## src/rtl/sysctl_pkg.sv

```systemverilog
package sysctl_pkg;

  localparam int NREG = 11;

  localparam int IX_ID    = 0;
  localparam int IX_LED   = 1;
  localparam int IX_LOCK  = 2;
  localparam int IX_CFG0  = 3;
  localparam int IX_CFG1  = 4;
  localparam int IX_FSET  = 5;
  localparam int IX_FCLR  = 6;
  localparam int IX_NSET  = 7;
  localparam int IX_NCLR  = 8;
  localparam int IX_RCTL  = 9;
  localparam int IX_PROC  = 10;

  // offsets readable / writable, one bit per index above
  localparam logic [NREG-1:0] RD_MASK = 11'b110_1011_1111;
  localparam logic [NREG-1:0] WR_MASK = 11'b011_1111_1110;

  localparam logic [11:0] BRD_LEGACY = 12'h100;
  localparam logic [11:0] BRD_A      = 12'h178;
  localparam logic [11:0] BRD_B      = 12'h182;

  function automatic logic [11:0] reg_offset(input int idx);
    case (idx)
      IX_ID:   return 12'h000;
      IX_LED:  return 12'h008;
      IX_LOCK: return 12'h020;
      IX_CFG0: return 12'h028;
      IX_CFG1: return 12'h02C;
      IX_FSET: return 12'h030;
      IX_FCLR: return 12'h034;
      IX_NSET: return 12'h038;
      IX_NCLR: return 12'h03C;
      IX_RCTL: return 12'h040;
      default: return 12'h084;
    endcase
  endfunction

  function automatic bit board_has_rctl(input logic [11:0] v);
    return (v == BRD_LEGACY) || (v == BRD_A) || (v == BRD_B);
  endfunction

  function automatic int board_trig_bit(input logic [11:0] v);
    return (v == BRD_LEGACY) ? 8 : 2;
  endfunction

endpackage

```

## src/rtl/sysctl_decode.sv

```systemverilog
module sysctl_decode
  import sysctl_pkg::*;
#(
  parameter int ADDR_W = 12
) (
  input  logic [ADDR_W-1:0] addr,
  output logic [NREG-1:0]   hit,
  output logic              rd_ok,
  output logic              wr_ok
);

  for (genvar i = 0; i < NREG; i++) begin : g_hit
    assign hit[i] = (addr == ADDR_W'(reg_offset(i)));
  end

  assign rd_ok = |(hit & RD_MASK);
  assign wr_ok = |(hit & WR_MASK);

endmodule

```

## src/rtl/sysctl_lock.sv

```systemverilog
module sysctl_lock #(
  parameter int                LOCK_W = 16,
  parameter logic [LOCK_W-1:0] KEY    = 16'hA05F
) (
  input  logic              clk,
  input  logic              rst,
  input  logic              we,
  input  logic [LOCK_W-1:0] wdata,
  output logic [LOCK_W-1:0] lock_q,
  output logic              unlocked
);

  always_ff @(posedge clk) begin
    if (rst)
      lock_q <= '0;
    else if (we)
      lock_q <= (wdata == KEY) ? KEY : {1'b0, wdata[LOCK_W-2:0]};
  end

  assign unlocked = (lock_q == KEY);

  AST_LOCK_MISS_TOPBIT: assert property (@(posedge clk) disable iff (rst)
    (we && (wdata != KEY)) |=> !lock_q[LOCK_W-1]);

  AST_LOCK_KEY_OPENS: assert property (@(posedge clk) disable iff (rst)
    (we && (wdata == KEY)) |=> unlocked);

endmodule

```

## src/rtl/sysctl_setclr.sv

```systemverilog
module sysctl_setclr #(
  parameter int W = 32
) (
  input  logic         clk,
  input  logic         rst,
  input  logic         set_we,
  input  logic         clr_we,
  input  logic [W-1:0] d,
  output logic [W-1:0] q
);

  always_ff @(posedge clk) begin
    if (rst)
      q <= '0;
    else if (set_we)
      q <= q | d;
    else if (clr_we)
      q <= q & ~d;
  end

  AST_SET_STICKS: assert property (@(posedge clk) disable iff (rst)
    set_we |=> ((q & $past(d)) == $past(d)));

  AST_CLR_DROPS: assert property (@(posedge clk) disable iff (rst)
    (clr_we && !set_we) |=> ((q & $past(d)) == '0));

endmodule

```

## src/rtl/sysctl_regs.sv

```systemverilog
module sysctl_regs
  import sysctl_pkg::*;
#(
  parameter int                DATA_W   = 32,
  parameter int                ADDR_W   = 12,
  parameter int                LOCK_W   = 16,
  parameter logic [LOCK_W-1:0] LOCK_KEY = 16'hA05F,
  parameter logic [DATA_W-1:0] ID_VALUE = 32'h1178_0A01,
  parameter logic [DATA_W-1:0] PROC_ID  = 32'h0C00_0191
) (
  input  logic              clk,
  input  logic              por,
  input  logic              soft_rst,
  input  logic              rd_en,
  input  logic              wr_en,
  input  logic [ADDR_W-1:0] addr,
  input  logic [DATA_W-1:0] wdata,
  output logic [DATA_W-1:0] rdata,
  output logic              err,
  output logic              reset_req
);

  localparam logic [11:0] VARIANT = ID_VALUE[27:16];
  localparam bit          RCTL_ON = board_has_rctl(VARIANT);
  localparam int          TRIG    = board_trig_bit(VARIANT);

  logic              rst_v;
  logic [NREG-1:0]   hit;
  logic              rd_ok, wr_ok;
  logic [NREG-1:0]   wsel;
  logic [LOCK_W-1:0] lock_q;
  logic              unlocked;
  logic [DATA_W-1:0] led_q, cfg0_q, cfg1_q, flg_q, nv_q, rctl_q, rd_mux;
  logic              req_q;

  assign rst_v = por | soft_rst;
  assign wsel  = wr_en ? hit : '0;

  sysctl_decode #(.ADDR_W(ADDR_W)) u_dec (
    .addr(addr), .hit(hit), .rd_ok(rd_ok), .wr_ok(wr_ok)
  );

  sysctl_lock #(.LOCK_W(LOCK_W), .KEY(LOCK_KEY)) u_lock (
    .clk(clk), .rst(rst_v), .we(wsel[IX_LOCK]), .wdata(wdata[LOCK_W-1:0]),
    .lock_q(lock_q), .unlocked(unlocked)
  );

  sysctl_setclr #(.W(DATA_W)) u_flags (
    .clk(clk), .rst(rst_v), .set_we(wsel[IX_FSET]), .clr_we(wsel[IX_FCLR]),
    .d(wdata), .q(flg_q)
  );

  sysctl_setclr #(.W(DATA_W)) u_nvflags (
    .clk(clk), .rst(por), .set_we(wsel[IX_NSET]), .clr_we(wsel[IX_NCLR]),
    .d(wdata), .q(nv_q)
  );

  always_ff @(posedge clk) begin
    if (rst_v) begin
      led_q  <= '0;
      cfg0_q <= '0;
      cfg1_q <= '0;
    end else begin
      if (wsel[IX_LED])  led_q  <= wdata;
      if (wsel[IX_CFG0]) cfg0_q <= wdata;
      if (wsel[IX_CFG1]) cfg1_q <= wdata;
    end
  end

  if (RCTL_ON) begin : g_rctl
    logic take;
    assign take = wsel[IX_RCTL] & unlocked;

    always_ff @(posedge clk) begin
      if (rst_v) begin
        rctl_q <= '0;
        req_q  <= 1'b0;
      end else begin
        if (take) rctl_q <= wdata;
        req_q <= take & wdata[TRIG];
      end
    end

    AST_RCTL_LOCKED_HOLD: assert property (@(posedge clk) disable iff (rst_v)
      (wsel[IX_RCTL] && !unlocked) |=> $stable(rctl_q));

    AST_REQ_NEEDS_KEY: assert property (@(posedge clk) disable iff (rst_v)
      reset_req |-> $past(wr_en && hit[IX_RCTL] && unlocked && wdata[TRIG]));
  end else begin : g_no_rctl
    assign rctl_q = '0;
    assign req_q  = 1'b0;

    AST_RCTL_RAZ: assert property (@(posedge clk) disable iff (rst_v)
      (rd_en && hit[IX_RCTL]) |=> (rdata == '0 && !err));
  end

  always_comb begin
    rd_mux = '0;
    if (hit[IX_ID])   rd_mux = ID_VALUE;
    if (hit[IX_LED])  rd_mux = led_q;
    if (hit[IX_LOCK]) rd_mux = DATA_W'(lock_q);
    if (hit[IX_CFG0]) rd_mux = cfg0_q;
    if (hit[IX_CFG1]) rd_mux = cfg1_q;
    if (hit[IX_FSET]) rd_mux = flg_q;
    if (hit[IX_NSET]) rd_mux = nv_q;
    if (hit[IX_RCTL]) rd_mux = rctl_q;
    if (hit[IX_PROC]) rd_mux = PROC_ID;
  end

  always_ff @(posedge clk) begin
    if (rst_v) begin
      rdata <= '0;
      err   <= 1'b0;
    end else begin
      if (rd_en) rdata <= rd_ok ? rd_mux : '0;
      err <= (rd_en & ~rd_ok) | (wr_en & ~wr_ok);
    end
  end

  assign reset_req = req_q;

  AST_RDATA_HOLDS: assert property (@(posedge clk) disable iff (rst_v)
    !rd_en |=> $stable(rdata));

  AST_ERR_FROM_ACCESS: assert property (@(posedge clk) disable iff (rst_v)
    err |-> $past(rd_en || wr_en));

  AST_NV_SURVIVES_SOFT: assert property (@(posedge clk) disable iff (por)
    (soft_rst && !wr_en) |=> $stable(nv_q));

  AST_POR_CLEARS: assert property (@(posedge clk)
    por |=> (rdata == '0 && !err && !reset_req));

endmodule

```

## config.mk

```make
export PLATFORM = sky130hd
export DESIGN_NAME = sysctl_regs
export DESIGN_NICKNAME = d
export VERILOG_FILES = /design/src/rtl/sysctl_pkg.sv /design/src/rtl/sysctl_decode.sv /design/src/rtl/sysctl_lock.sv /design/src/rtl/sysctl_setclr.sv /design/src/rtl/sysctl_regs.sv
export SDC_FILE = /design/constraint.sdc
export NUM_CORES = 1
export LEC_CHECK = 0
export ABC_AREA = 0
export BUFFER_PORTS_ARGS = -buffer_cell sky130_fd_sc_hd__buf_2
export CORE_ASPECT_RATIO = 1.2
export CORE_UTILIZATION = 55
export CTS_BUF_LIST = sky130_fd_sc_hd__clkbuf_8
export DETAILED_ROUTE_END_ITERATION = 12
export PLACE_DENSITY = 0.8
export SYNTH_ARGS = -nofsm -noshare
export SYNTH_HDL_FRONTEND = slang
export SYNTH_SLANG_ARGS = --single-unit
```

## constraint.sdc

```tcl
create_clock -name clk -period 2.65 [get_ports clk]
set_clock_uncertainty 0.05 [all_clocks]
set_input_delay 0.265 -clock clk [delete_from_list [all_inputs] [get_ports clk]]
set_output_delay 0.265 -clock clk [all_outputs]
set_load 0.05 [all_outputs]
```

==> metrics.csv <==
stage,metric,value,unit
layout,layout cells sized above 1,0.149,
place,HPWL Detailed,22600,um
clock_network,Post-CTS Setup Repair Bufs,0,
global_route,first-pass GRT wire length,54600,um
logic_synthesis,top cells by instance count after synthesis,"nand2_1 (423), dfxtp_1 (242), a21oi_1 (202)",
timing,final worst-path cycle share,0.765,
critical_path,crit path from,u_lock.lock_q[3],
pwr,pwr dens,565,nW/um2
detailed_routing,initial drt markers,1163,
floorplanning,row cnt,55,
logic_synthesis,Yosys top cell by area,dfxtp_1,
logic_synthesis,"Avg Cell Area, Syn",7.62,um2
detailed_routing,WL/cell,19.6,um
floorplanning,IO Pins,83,
floorplanning,die width,129,um
clock_network,Sink Count,242,
floorplanning,core area,19000,um2
place,routability cong.,0.942,
detailed_routing,routed vias,10800,
critical_path,reg2reg start,u_lock.lock_q[3],
timing,# setup viols final,0,
logic_synthesis,"Seq/Total Area, Yosys",0.452,
critical_path,CP max-delay cell,or4_1,
pwr,Cell Int Power,5390,uW
floorplanning,Initial Util,0.564,
detailed_routing,Routed Antenna Nets,0,
global_route,initial antenna violation count,0,
logic_synthesis,synthesized instance count,1406,
global_route,total track usage,0.353,
timing,post-layout minimum cycle time,2.03,ns
logic_synthesis,top-count cell post-synth,nand2_1,
critical_path,"Cell Chain, Critical Path","nand4_1, or3_1, or4_1, buf_4, nand2_1, a21oi_1",
pwr,sw frac,0.243,
global_route,gr ovfl total,0,
critical_path,critical path startpoint category,register,
critical_path,worst-path fanout max,23,
timing,Setup TNS,0,ns
logic_synthesis,Post-Syn Area,10700,um2
timing,Worst Tran Pin Value,0.680,ns
logic_synthesis,Synth Net Count,1455,
pwr,sw power,1730,uW
logic_synthesis,mux contribution to synthesized area,0.0503,
run_status,status,"finished, final reports clean",
logic_synthesis,number of flops mapped to enable cells by yosys,0,
timing,unrepaired setup endpoints after global routing,no,
logic_synthesis,asr flop ratio synth,0,
detailed_routing,via/cell ratio,6.07,
run,max_cap viols,0,
layout,Final nets,1554,
logic_synthesis,warnings from Yosys,0,
clock_network,H-tree depth,2,
timing,final slew viol count,0,
clock_network,CTS root buffer,clkbuf_8,
pwr,"Power, Total",7120,uW
clock_network,"Clk pin slew, worst setup/hold paths",0.06,ns
logic_synthesis,top-area cell type share of the netlist area,0.452,
detailed_routing,DRC Markers,0,
logic_synthesis,simple-gate share of the synthesized area,0.238,
pwr,worst vdd ir,433,uV
clock_network,TritonCTS Buffers,38,
floorplanning,Die Y,155,um
timing,Max Clk Rate,494,MHz
worst_hold_path,Hold Startpoint,wdata[7],
layout,Layout area overhead,17.5,%
critical_path,Crit path required time,3.00,ns
logic_synthesis,Synth Flop Type,dfxtp_1,
timing,Slew Limit Headroom,0.547,
logic_synthesis,post-synthesis adder-cell area fraction,0,
pwr,Gate power share,0.052,
place,port buffer count,82,
logic_synthesis,Seq cells post-synth,242,
global_route,largest net degree at the start of global routing,115,
layout,Antenna Cells,0,
logic_synthesis,Area contributors post-synth,"dfxtp_1 (45%), nand2_1 (15%), a21oi_1 (9.4%)",
pwr,Pleak,0.00457,uW
critical_path,crit path kind,reg -> reg,
clock_network,CTS tree,yes,
detailed_routing,First-pass DRT Iterations,7,
detailed_routing,final wirelength,34900,um
timing,Final Hold Violating Endpoints,0,
global_route,vias in the first global route,10500,
critical_path,Critical Path End Type,register,
pwr,Sequential Power Share,0.511,
logic_synthesis,Post-Synth XOR/XNOR Area,0,
clock_network,Clock Tree Buf Depth,3,
critical_path,Arrival @ worst endpoint,2.38,ns
logic_synthesis,"Distinct cells, synth",57,
clock_network,worst skew pair latency,0.56,ns
worst_hold_path,worst min path class,in -> reg,
logic_synthesis,main combinational cell family by area after synthesis,simple AND/OR/NAND/NOR gates,
pwr,Clk pwr share,0.436,
logic_synthesis,compound-cell area share of the yosys netlist,0.207,
floorplanning,Die ar.,20100,um2
critical_path,"slowest stage delay, CP",0.53,ns
routing by layer:
metal  global-route usage  wire length (um)
met3               0.0650              3230
met5                    0                 0
met2                0.579             16300
met4                0.214              2050
met1                0.427             13300
cell families (layout without fill, tap and decap cells):
family	after synthesis	after routing
multiplexers	53	53
flip-flops	242	242
AO/OA/AOI/OAI	371	371
AND/OR/NAND/NOR	603	603
buffers and inverters	137	254
metrics by stage:
stage           util  cells  setup WS (ns)  hold slack [ns]  instance area (um2)
2_1_floorplan      -   1406          0.453            0.351                10700
3_3_place_gp   0.610   1692          0.229            0.372                11600
3_5_place_dp   0.610   1692          0.180            0.385                11600
4_1_cts        0.663   1779          0.639          0.00142                12600
5_1_grt        0.663   1779          0.513           0.0264                12600
6_report       0.663   1779          0.624           0.0213                12600
power groups by stage:
| stage | sequential, uW | combinational [uW] | clock [uW] |
|---|---|---|---|
| after global placement | 3720 | 327 | 0 |
| after detailed placement | 3720 | 328 | 0 |
| after global routing | 3640 | 392 | 3250 |
| after floorplan | 3720 | 180 | 0 |
| final | 3640 | 373 | 3100 |
| after CTS | 3640 | 362 | 3120 |
area by class of cell:
class	count	area, um2
clock buffers	45	619
fillers	1623	6400
well taps	256	320
repair buffers	181	1300
clock inverters	13	97.6
multi-input cells	1027	5350
inverters	15	56.3
flip-flops and latches	242	4840
final timing paths:
| path | to | slack, ns | depth (start not counted) |
|---|---|---|---|
| worst max-delay path | rctl_q[5] | 0.62 | 6 |
| worst min-delay path | u_lock.lock_q[7] | 0.02 | 3 |
| worst max register to register | rctl_q[5] | 0.62 | 6 |
| worst min register to register | rdata[14] | 0.39 | 2 |
critical path, delay by kind of cell, from the launching register on:
kind	cells	cell delay, ns
AO/OA/AOI/OAI	1	0.07
buffers and inverters	1	0.26
flip-flops	1	0.35
AND/OR/NAND/NOR	4	1.15
what timing repair did:
action                                 4_1_cts  5_1_grt
setup endpoints to repair                    0        0
gates resized for setup                      0        0
hold buffers                                29        0
endpoints found under the hold margin      124        0
cell usage in the layout, fill, tap and decap left out, drive strengths merged, types with 4 or more instances in the layout:
| cell | Yosys | final |
|---|---|---|
| o211a | 7 | 7 |
| dlygate4sd3 | 0 | 29 |
| buf | 37 | 152 |
| o2111ai | 4 | 4 |
| o31ai | 9 | 9 |
| inv | 15 | 26 |
| nor4b | 5 | 5 |
| mux2i | 46 | 46 |
| nor2b | 5 | 5 |
| nand2b | 10 | 10 |
| a32oi | 6 | 6 |
| nand3 | 30 | 30 |
| or2 | 5 | 5 |
| clkbuf | 85 | 45 |
| nand2 | 424 | 424 |
| or3 | 7 | 7 |
| mux2 | 7 | 7 |
| nor4 | 6 | 6 |
| o21ai | 58 | 58 |
| a221o | 6 | 6 |
| dfxtp | 242 | 242 |
| nor3 | 11 | 11 |
| nor2 | 77 | 77 |
| o22ai | 10 | 10 |
| a221oi | 18 | 18 |
| a22oi | 25 | 25 |
| a22o | 9 | 9 |
| a222oi | 5 | 5 |
| a21oi | 202 | 202 |
No activity file was read; power rests on OpenSTA's default activity.
